===== src/rtl/cond_alu_pkg.sv =====
package cond_alu_pkg;
  localparam int DATA_W = 32;
  localparam int OP_W   = 3;
  localparam int COND_W = 4;

  localparam logic [OP_W-1:0] OP_ADD = 3'd0;
  localparam logic [OP_W-1:0] OP_SUB = 3'd1;
  localparam logic [OP_W-1:0] OP_CMP = 3'd2;
  localparam logic [OP_W-1:0] OP_CMN = 3'd3;
  localparam logic [OP_W-1:0] OP_MOV = 3'd4;
  localparam logic [OP_W-1:0] OP_AND = 3'd5;
  localparam logic [OP_W-1:0] OP_ORR = 3'd6;
  localparam logic [OP_W-1:0] OP_EOR = 3'd7;

  // flag bit positions inside the status register
  localparam int FN = 3;
  localparam int FZ = 2;
  localparam int FC = 1;
  localparam int FV = 0;

  typedef struct packed {
    logic wrEn;    // commit result and pulse write-enable
    logic flagEn;  // commit new flags
    logic arith;   // adder path selected
    logic isSub;   // invert second operand and add one
  } ctrlStrobe_t;
endpackage


===== src/rtl/cond_alu_ctrl.sv =====
module cond_alu_ctrl
  import cond_alu_pkg::*;
(
  input  logic              inValid,
  input  logic [OP_W-1:0]   opSel,
  input  logic              setFlags,
  input  logic [COND_W-1:0] condCode,
  input  logic [3:0]        curFlags,
  output ctrlStrobe_t       strobe
);
  logic nF, zF, cF, vF;
  logic condPass;
  logic isCompare;

  assign nF = curFlags[FN];
  assign zF = curFlags[FZ];
  assign cF = curFlags[FC];
  assign vF = curFlags[FV];

  always_comb begin
    unique case (condCode)
      4'b0000: condPass = zF;
      4'b0001: condPass = !zF;
      4'b0010: condPass = cF;
      4'b0011: condPass = !cF;
      4'b0100: condPass = nF;
      4'b0101: condPass = !nF;
      4'b0110: condPass = vF;
      4'b0111: condPass = !vF;
      4'b1000: condPass = cF && !zF;
      4'b1001: condPass = !cF || zF;
      4'b1010: condPass = (nF == vF);
      4'b1011: condPass = (nF != vF);
      4'b1100: condPass = !zF && (nF == vF);
      4'b1101: condPass = zF || (nF != vF);
      default: condPass = 1'b1;
    endcase
  end

  assign isCompare = (opSel == OP_CMP) || (opSel == OP_CMN);

  always_comb begin
    strobe.arith  = (opSel == OP_ADD) || (opSel == OP_SUB) || isCompare;
    strobe.isSub  = (opSel == OP_SUB) || (opSel == OP_CMP);
    strobe.wrEn   = inValid && condPass && !isCompare;
    strobe.flagEn = inValid && condPass && (setFlags || isCompare);
  end
endmodule


===== src/rtl/cond_alu_dp.sv =====
module cond_alu_dp
  import cond_alu_pkg::*;
#(
  parameter int W = DATA_W
) (
  input  logic          clk,
  input  logic          rst,
  input  ctrlStrobe_t   strobe,
  input  logic [OP_W-1:0] opSel,
  input  logic [W-1:0]  opA,
  input  logic [W-1:0]  opB,
  input  logic          shiftCarry,
  output logic [W-1:0]  resultQ,
  output logic          writeQ,
  output logic [3:0]    flagsQ
);
  localparam int MSB = W - 1;

  logic [W-1:0] opBx;
  logic [W:0]   sumExt;
  logic [W-1:0] logicRes;
  logic [W-1:0] nextRes;
  logic         nextC;
  logic         nextV;
  logic [3:0]   nextFlags;

  assign opBx   = strobe.isSub ? ~opB : opB;
  assign sumExt = {1'b0, opA} + {1'b0, opBx} + {{W{1'b0}}, strobe.isSub};

  always_comb begin
    unique case (opSel)
      OP_AND:  logicRes = opA & opB;
      OP_ORR:  logicRes = opA | opB;
      OP_EOR:  logicRes = opA ^ opB;
      default: logicRes = opB;
    endcase
  end

  assign nextRes = strobe.arith ? sumExt[W-1:0] : logicRes;
  assign nextC   = strobe.arith ? sumExt[W] : shiftCarry;
  assign nextV   = strobe.arith
                 ? ((opA[MSB] == opBx[MSB]) && (nextRes[MSB] != opA[MSB]))
                 : flagsQ[FV];

  always_comb begin
    nextFlags     = '0;
    nextFlags[FN] = nextRes[MSB];
    nextFlags[FZ] = (nextRes == '0);
    nextFlags[FC] = nextC;
    nextFlags[FV] = nextV;
  end

  always_ff @(posedge clk) begin
    if (rst) begin
      resultQ <= '0;
      writeQ  <= 1'b0;
      flagsQ  <= '0;
    end else begin
      writeQ <= strobe.wrEn;
      if (strobe.wrEn)   resultQ <= nextRes;
      if (strobe.flagEn) flagsQ  <= nextFlags;
    end
  end
endmodule


===== src/rtl/cond_alu.sv =====
module cond_alu
  import cond_alu_pkg::*;
(
  input  logic        clk,
  input  logic        rst,
  input  logic        inValid,
  input  logic [31:0] opA,
  input  logic [31:0] opB,
  input  logic [2:0]  opSel,
  input  logic        setFlags,
  input  logic [3:0]  condCode,
  input  logic        shiftCarry,
  output logic [31:0] result,
  output logic        regWrite,
  output logic [3:0]  flags
);
  ctrlStrobe_t strobe;

  cond_alu_ctrl u_ctrl (
    .inValid  (inValid),
    .opSel    (opSel),
    .setFlags (setFlags),
    .condCode (condCode),
    .curFlags (flags),
    .strobe   (strobe)
  );

  cond_alu_dp #(.W(DATA_W)) u_dp (
    .clk        (clk),
    .rst        (rst),
    .strobe     (strobe),
    .opSel      (opSel),
    .opA        (opA),
    .opB        (opB),
    .shiftCarry (shiftCarry),
    .resultQ    (result),
    .writeQ     (regWrite),
    .flagsQ     (flags)
  );
endmodule


===== config.mk =====
export PLATFORM = sky130hd
export DESIGN_NAME = cond_alu
export DESIGN_NICKNAME = d
export VERILOG_FILES = /design/src/rtl/cond_alu_pkg.sv /design/src/rtl/cond_alu_ctrl.sv /design/src/rtl/cond_alu_dp.sv /design/src/rtl/cond_alu.sv
export SDC_FILE = /design/constraint.sdc
export NUM_CORES = 1
export LEC_CHECK = 0
export BUFFER_PORTS_ARGS = -buffer_cell sky130_fd_sc_hd__buf_2
export CAP_MARGIN = 20
export CORE_MARGIN = 8
export CORE_UTILIZATION = 55
export CTS_CLUSTER_DIAMETER = 120
export DETAILED_ROUTE_END_ITERATION = 8
export PLACE_DENSITY = 0.83
export REMOVE_ABC_BUFFERS = 1
export SYNTH_ARGS = -nofsm -noshare
export SYNTH_HDL_FRONTEND = slang
export SYNTH_SLANG_ARGS = --single-unit

===== constraint.sdc =====
create_clock -name clk -period 13 [get_ports clk]
set_clock_uncertainty 0.2 [all_clocks]
set_input_delay 1.3 -clock clk [delete_from_list [all_inputs] [get_ports clk]]
set_output_delay 1.3 -clock clk [all_outputs]
set_load 0.02 [all_outputs]

### Word-level counts from Yosys, hierarchy flattened

Cells that the tools add are included.

| word-level totals | value |
|---|---|
| input bits | 76 |
| register bits after elaboration | 37 |
| logic and storage cells | 60 |
| output and inout bits | 37 |

| operators by class | value |
|---|---|
| bitwise gates (word level) | 4 |
| muxes and demuxes | 5 |
| $add $sub $neg | 2 |
| equality and inequality tests | 23 |
| reductions and logical operators | 22 |

Operators with widths:

| cell | number |
|---|---|
| 32-bit one-hot mux with 3 select lines | 1 |
| 32-bit 2-to-1 mux | 2 |
| 32-bit by 32-bit adder with 33-bit output | 1 |
| 33-bit by 1-bit adder with 33-bit output | 1 |
| 32-bit bitwise AND | 1 |
| 32-bit zero test | 1 |
| 32-bit NOT | 1 |
| 32-bit OR | 1 |
| 32-bit bitwise XOR | 1 |
| 4-bit == test (second input constant) | 6 |
| 4-bit by 3-bit == test with 1-bit output (second input constant) | 4 |
| 1-bit one-hot mux with 14 select lines | 1 |
| 3-bit == test (second input constant) | 3 |
| 4-bit by 2-bit == test with 1-bit output (second input constant) | 2 |
| 1-bit logical OR | 7 |
| 3-bit by 2-bit == test with 1-bit output (second input constant) | 2 |
| 1-bit logical AND | 6 |
| 1-bit zero test | 5 |
| 4-bit by 1-bit == test with 1-bit output (second input constant) | 1 |
| 4-bit zero test | 1 |
| 3-bit by 1-bit == test with 1-bit output (second input constant) | 1 |
| 3-bit zero test | 1 |
| 1-bit == test | 2 |
| 1-bit != test | 2 |
| 2 further kinds | 2 |

### Longest topological paths before layout

| logic depth | value |
|---|---|
| depth in word-level cells | 8 |
| mapped depth | 19 |
| depth with buffers taken out | 15 |

### By module

From an unflattened synthesis, not the netlist that was laid out.

| second synthesis, totals | value |
|---|---|
| cells, all modules | 845 |
| area, all modules | 6417.4 um^2 |

Modules (own cells, without submodules):

| module | cells an instance | instances | sequential area each (um^2) | area each (um^2) |
|---|---|---|---|---|
| cond_alu_dp | 820 | 1 | 740.7 | 6203.4 |
| cond_alu_ctrl | 25 | 1 | 0.0 | 214.0 |

### Worst setup path after synthesis

Ideal clock, no wire load.

| path | value |
|---|---|
| path kind | input-to-reg |
| start | in opSel[2] |
| end | reg u_dp.flagsQ[2] |
| stages on the path | 18 |
| required time | 12.740 ns |
| setup time | 0.060 ns |
| setup slack | 7.491 ns |
| data arrival time | 5.249 ns |
| path buffers | 5 |
| path through | clkbuf_1 clkbuf_1 clkbuf_1 nor2_1 buf_1 xnor2_1 ha_1 and2_1 a221o_1 and2_1 or3_1 buf_4 a21o_1 a2111o_1 o221a_2 nor4b_2 nand4_1 nand2_1 |

| on the way | value |
|---|---|
| longest elaborated chain between the ends | 7 |
| elaborated cells between the ends (all ways) | 19 |
| classes of those cells | add/sub: 2; eq/ne: 6; mux: 3; reduce/logical: 8 |

Ends and longest elaborated chain:

| item | line | text |
|---|---|---|
| start: declaration | cond_alu.sv:9 | `input logic [2:0] opSel,` |
| 3-bit by 1-bit == test with 1-bit output or 3-bit by 2-bit == test with 1-bit output (tied branches) | cond_alu_ctrl.sv:43, cond_alu_ctrl.sv:44, cond_alu_ctrl.sv:40 |  |
| 1-bit logical OR | cond_alu_ctrl.sv:44 | `strobe.isSub = (opSel == OP_SUB) \|\| (opSel == OP_CMP);` |
| 32-bit 2-to-1 mux | cond_alu_dp.sv:27 | `assign opBx = strobe.isSub ? ~opB : opB;` |
| 32-bit by 32-bit adder with 33-bit output | cond_alu_dp.sv:28 | `assign sumExt = {1'b0, opA} + {1'b0, opBx} + {{W{1'b0}}, strobe.isSub};` |
| 33-bit by 1-bit adder with 33-bit output | cond_alu_dp.sv:28 |  |
| 32-bit 2-to-1 mux | cond_alu_dp.sv:39 | `assign nextRes = strobe.arith ? sumExt[W-1:0] : logicRes;` |
| 32-bit zero test | cond_alu_dp.sv:48 | `nextFlags[FZ] = (nextRes == '0);` |
| end signal: assignment | cond_alu_dp.sv:61 | `if (strobe.flagEn) flagsQ <= nextFlags;` |
| end: declaration | cond_alu_dp.sv:15 | `output logic [3:0] flagsQ` |

Several ways; a longest one is shown, not always the timed one.
A chain may end at the register's enable or synchronous reset.

### Worst setup path in the final report

| path | value |
|---|---|
| start | in opSel[1] |
| end | reg u_dp.flagsQ[2] |

Same word-level chain as after synthesis.

==> metrics.csv <==
stage;metric;value;unit
finish;fillerInstances;998;
timing;max_slew.worst_pin.slew;1.10;ns
clock_tree;cts.clk_slew.worst_paths;0.08;ns
detailed_routing;wirelength;17.1;mm
timing;slew_viol_final;0;
timing;fmax;163;MHz
detailed_routing;drtPass1Iterations;6;
power_and_ir_drop;intPower;0.000320;W
yosys;yosysSeqAreaShare;12.0;%
finish;antennaDiodeCount;0;
worst_setup_path;cp_num_buf_inv;4;
timing;timing.final.ws_setup;6.85;ns
clock_tree;insertion_delay;0.29;ns
min_path;hold_path_class;flip-flop to flip-flop;
timing;setup_viol;0;
finish;fin_cells;1019;
yosys;synth_cell_types;69;
finish;drive_above_1_share;19.0;%
detailed_routing;vias;6169;
power_and_ir_drop;seq_power_share;22.3;%
timing;grt_setup_unrepaired;no;
timing;setup_tns;0;ns
clock_tree;cts_tree;built;
placed_design;io_buffers;112;
worst_setup_path;crit_chain;buf_2, buf_4, xnor2_1, nor2_4, buf_4, xnor2_1, inv_1, fa_1, nand2b_1, a21oi_1, o211ai_1, a2111oi_0, or4_1, nand3_1, nand4b_1, nor4_1, nand4_1, nand2_1;
worst_setup_path;crit_path_start_kind;input pin;
clock_tree;cts_buffers;5;
floorplanning;dieArea;14800;sq um
clock_tree;ctsResizeCount;0;
yosys;synth_area_leaders;ha_1, dfxtp_1, mux4_2, inv_1, xnor2_1;
detailed_routing;ant_nets;0;
flow_run;max_cap_violations;0;
yosys;async_reset_ff_share;0;%
global_route;grt_antenna_before_repair;0;
clock_tree;max-clock-path-buffers;2;
detailed_routing;drtIter0Drc;521;
timing;fin_crit_sh;47.3;%
clock_tree;holdBufCountCts;0;
yosys;avgSynthCellArea;7.76;sq um
yosys;synth-edff-count;0;
power_and_ir_drop;switchingPower;0.000263;W
power_and_ir_drop;pwr-share-comb;59.9;%
placed_design;post-dp-hpwl;13.7;mm
worst_setup_path;slowest_delay;0.83;ns
yosys;synth_top_area_share;19.7;%
yosys;synth.most_common_cell;inv_1;
worst_setup_path;endpoint_kind;flip-flop;
power_and_ir_drop;p_sw_share;45.1;%
finish;nets;1052;
global_route;grt_pass1_vias;5984;
yosys;synth_common_cells;inv_1, ha_1, nor2_1, nand2_1, a21oi_1;
power_and_ir_drop;pwr-share-clk;17.8;%
global_route;grt_max_degree;62;
worst_setup_path;cp_slowest_cell;a2111oi_0;
global_route;grt-ovfl-total;0;
detailed_routing;viasPerCell;6.05;
floorplanning;start_util;56.6;%
clock_tree;cts_setup_buffers;0;
floorplanning;die_w;122;microns
worst_setup_path;crit_family;compound AO/OA/AOI/OAI gates;
timing;relSlewSlack;26.6;%
floorplanning;die_y;122;microns
finish;regArea;741;sq um
power_and_ir_drop;irDropWorstVdd;0.0000462;V
clock_tree;htreeDepth;2;
global_route;grt_usage;22.8;%
finish;synthToLayoutAreaGrowth;12.1;%
placed_design;dp.cells;1011;
yosys;yosysTopAreaCell;ha_1;
floorplanning;ios;113;
global_route;grt_pass1_wl;28.4;mm
yosys;yosys_warnings;0;
worst_setup_path;cp_max_fo;47;
floorplanning;core-area;10900;sq um
yosys;syn_area;6160;sq um
clock_tree;root_buffer;clkbuf_8;
run_status;status;complete, no violations;
worst_setup_path;crit_arrival;6.19;ns
placed_design;dpl_worst_slack;6.60;ns
worst_setup_path;worstPathRequired;13.04;ns
power_and_ir_drop;p_leak;3.32;nW
detailed_routing;routedWlPerCell;16.7;microns
placed_design;gp_congestion;0.997;
worst_setup_path;crit_type;input pin to flip-flop;
power_and_ir_drop;power;0.000583;W
detailed_routing;remaining_drc_errors;0;
power_and_ir_drop;power.density;84.4;nW/um^2
yosys;synth_cells;794;
yosys;synthFlopType;dfxtp_1;
floorplanning;floorplan.rows;38;
clock_tree;cts.sinks;37;
finish;utilization;63.4;%
timing;min_period;6.15;ns
yosys;synth.ff_latch_count;37;
timing;finalHoldViolations;0;
finish;multi_input_area;4880;sq um
power by group through the flow:
stage	combinational (W)	sequential, W	clock, W
floorplan	0.000232	0.000144	0
global placement	0.000336	0.000132	0
CTS	0.000345	0.000130	0.000106
detailed placement	0.000343	0.000133	0
global route	0.000386	0.000131	0.000109
finish	0.000349	0.000130	0.000104
metal layers:
metal / part of all wire, % / wire, microns / up-vias / global-route usage (%)
met2: 47 / 7950 / 227 / 38.8
met5: 0 / 0 / - / 0
li1: - / - / 2996 / -
met4: 2.0 / 347 / 0 / 6.09
met1: 44 / 7470 / 2917 / 29.6
met3: 7.6 / 1290 / 29 / 3.10
layout make-up:
class	count	area share (%)
clock buffer	5	0.996
clock inverter	3	0.670
inverter	105	5.71
multi-input combinational	612	70.7
sequential	37	10.7
tap	140	2.54
timing repair buffer	117	8.66
final timing paths:
path	start	endpoint	slack, ns	cells past startpoint
setup / recovery	opSel[1]	u_dp.flagsQ[2]$_SDFFE_PP0P_	6.85	18
setup reg to reg	u_dp.flagsQ[2]$_SDFFE_PP0P_	u_dp.flagsQ[2]$_SDFFE_PP0P_	9.89	10
hold / removal	u_dp.resultQ[14]$_SDFFE_PP0P_	u_dp.resultQ[14]$_SDFFE_PP0P_	0.29	2
hold reg to reg	u_dp.resultQ[14]$_SDFFE_PP0P_	u_dp.resultQ[14]$_SDFFE_PP0P_	0.29	2
metrics by stage:
| step | area (sq um) | hold WS [ns] |
|---|---|---|
| 6_report | 6910 | 0.286 |
| 5_1_grt | 6910 | 0.320 |
| 4_1_cts | 6910 | 0.286 |
| 3_5_place_dp | 6790 | 0.275 |
| 3_3_place_gp | 6790 | 0.270 |
| 2_1_floorplan | 6000 | 0.343 |
cell usage in the layout (no fill, tap or decap), types with 5 or more instances in the layout:
master    count
inv_1       105
nand4_1      12
and3_1        5
xor2_1        6
nor2b_1       6
a31oi_1       8
mux2i_1      14
buf_4         5
mux4_2       27
nor4_1        6
clkbuf_8      5
nor2_1       72
buf_2       112
a211oi_1     20
o21ai_0      36
o211ai_1     15
nand3_1      12
nand2_1      59
ha_1         97
dfxtp_1      37
a21o_1       15
nor3b_1       5
a21oi_1      47
xnor2_1      43
nor3_1       16
or3_1         6
mux2_2        6
worst min-delay path: cells and delay by family, from the launching register on:
family / cells / cell delay (ns)
DFF: 1 / 0.32
AOI/OAI and AO/OA: 2 / 0.13
sequential cells by signal (all words and copies together), names as in the netlist:
| name | flops |
|---|---|
| u_dp.resultQ | 32 |
| u_dp.writeQ | 1 |
| u_dp.flagsQ | 4 |
kinds of logic (layout without fill, tap and decap cells):
family	after synthesis	in the layout	synth area share, %
adders and majority gates	98	98	20.0
AOI/OAI and AO/OA	194	194	21.3
and+or+nand+nor	224	224	17.5
muxes	47	47	13.2
DFF	37	37	12.0
xor gates and xnor gates	49	49	6.97
buffers and inverters	145	230	8.94
No activity file was read; power rests on OpenSTA's default activity.
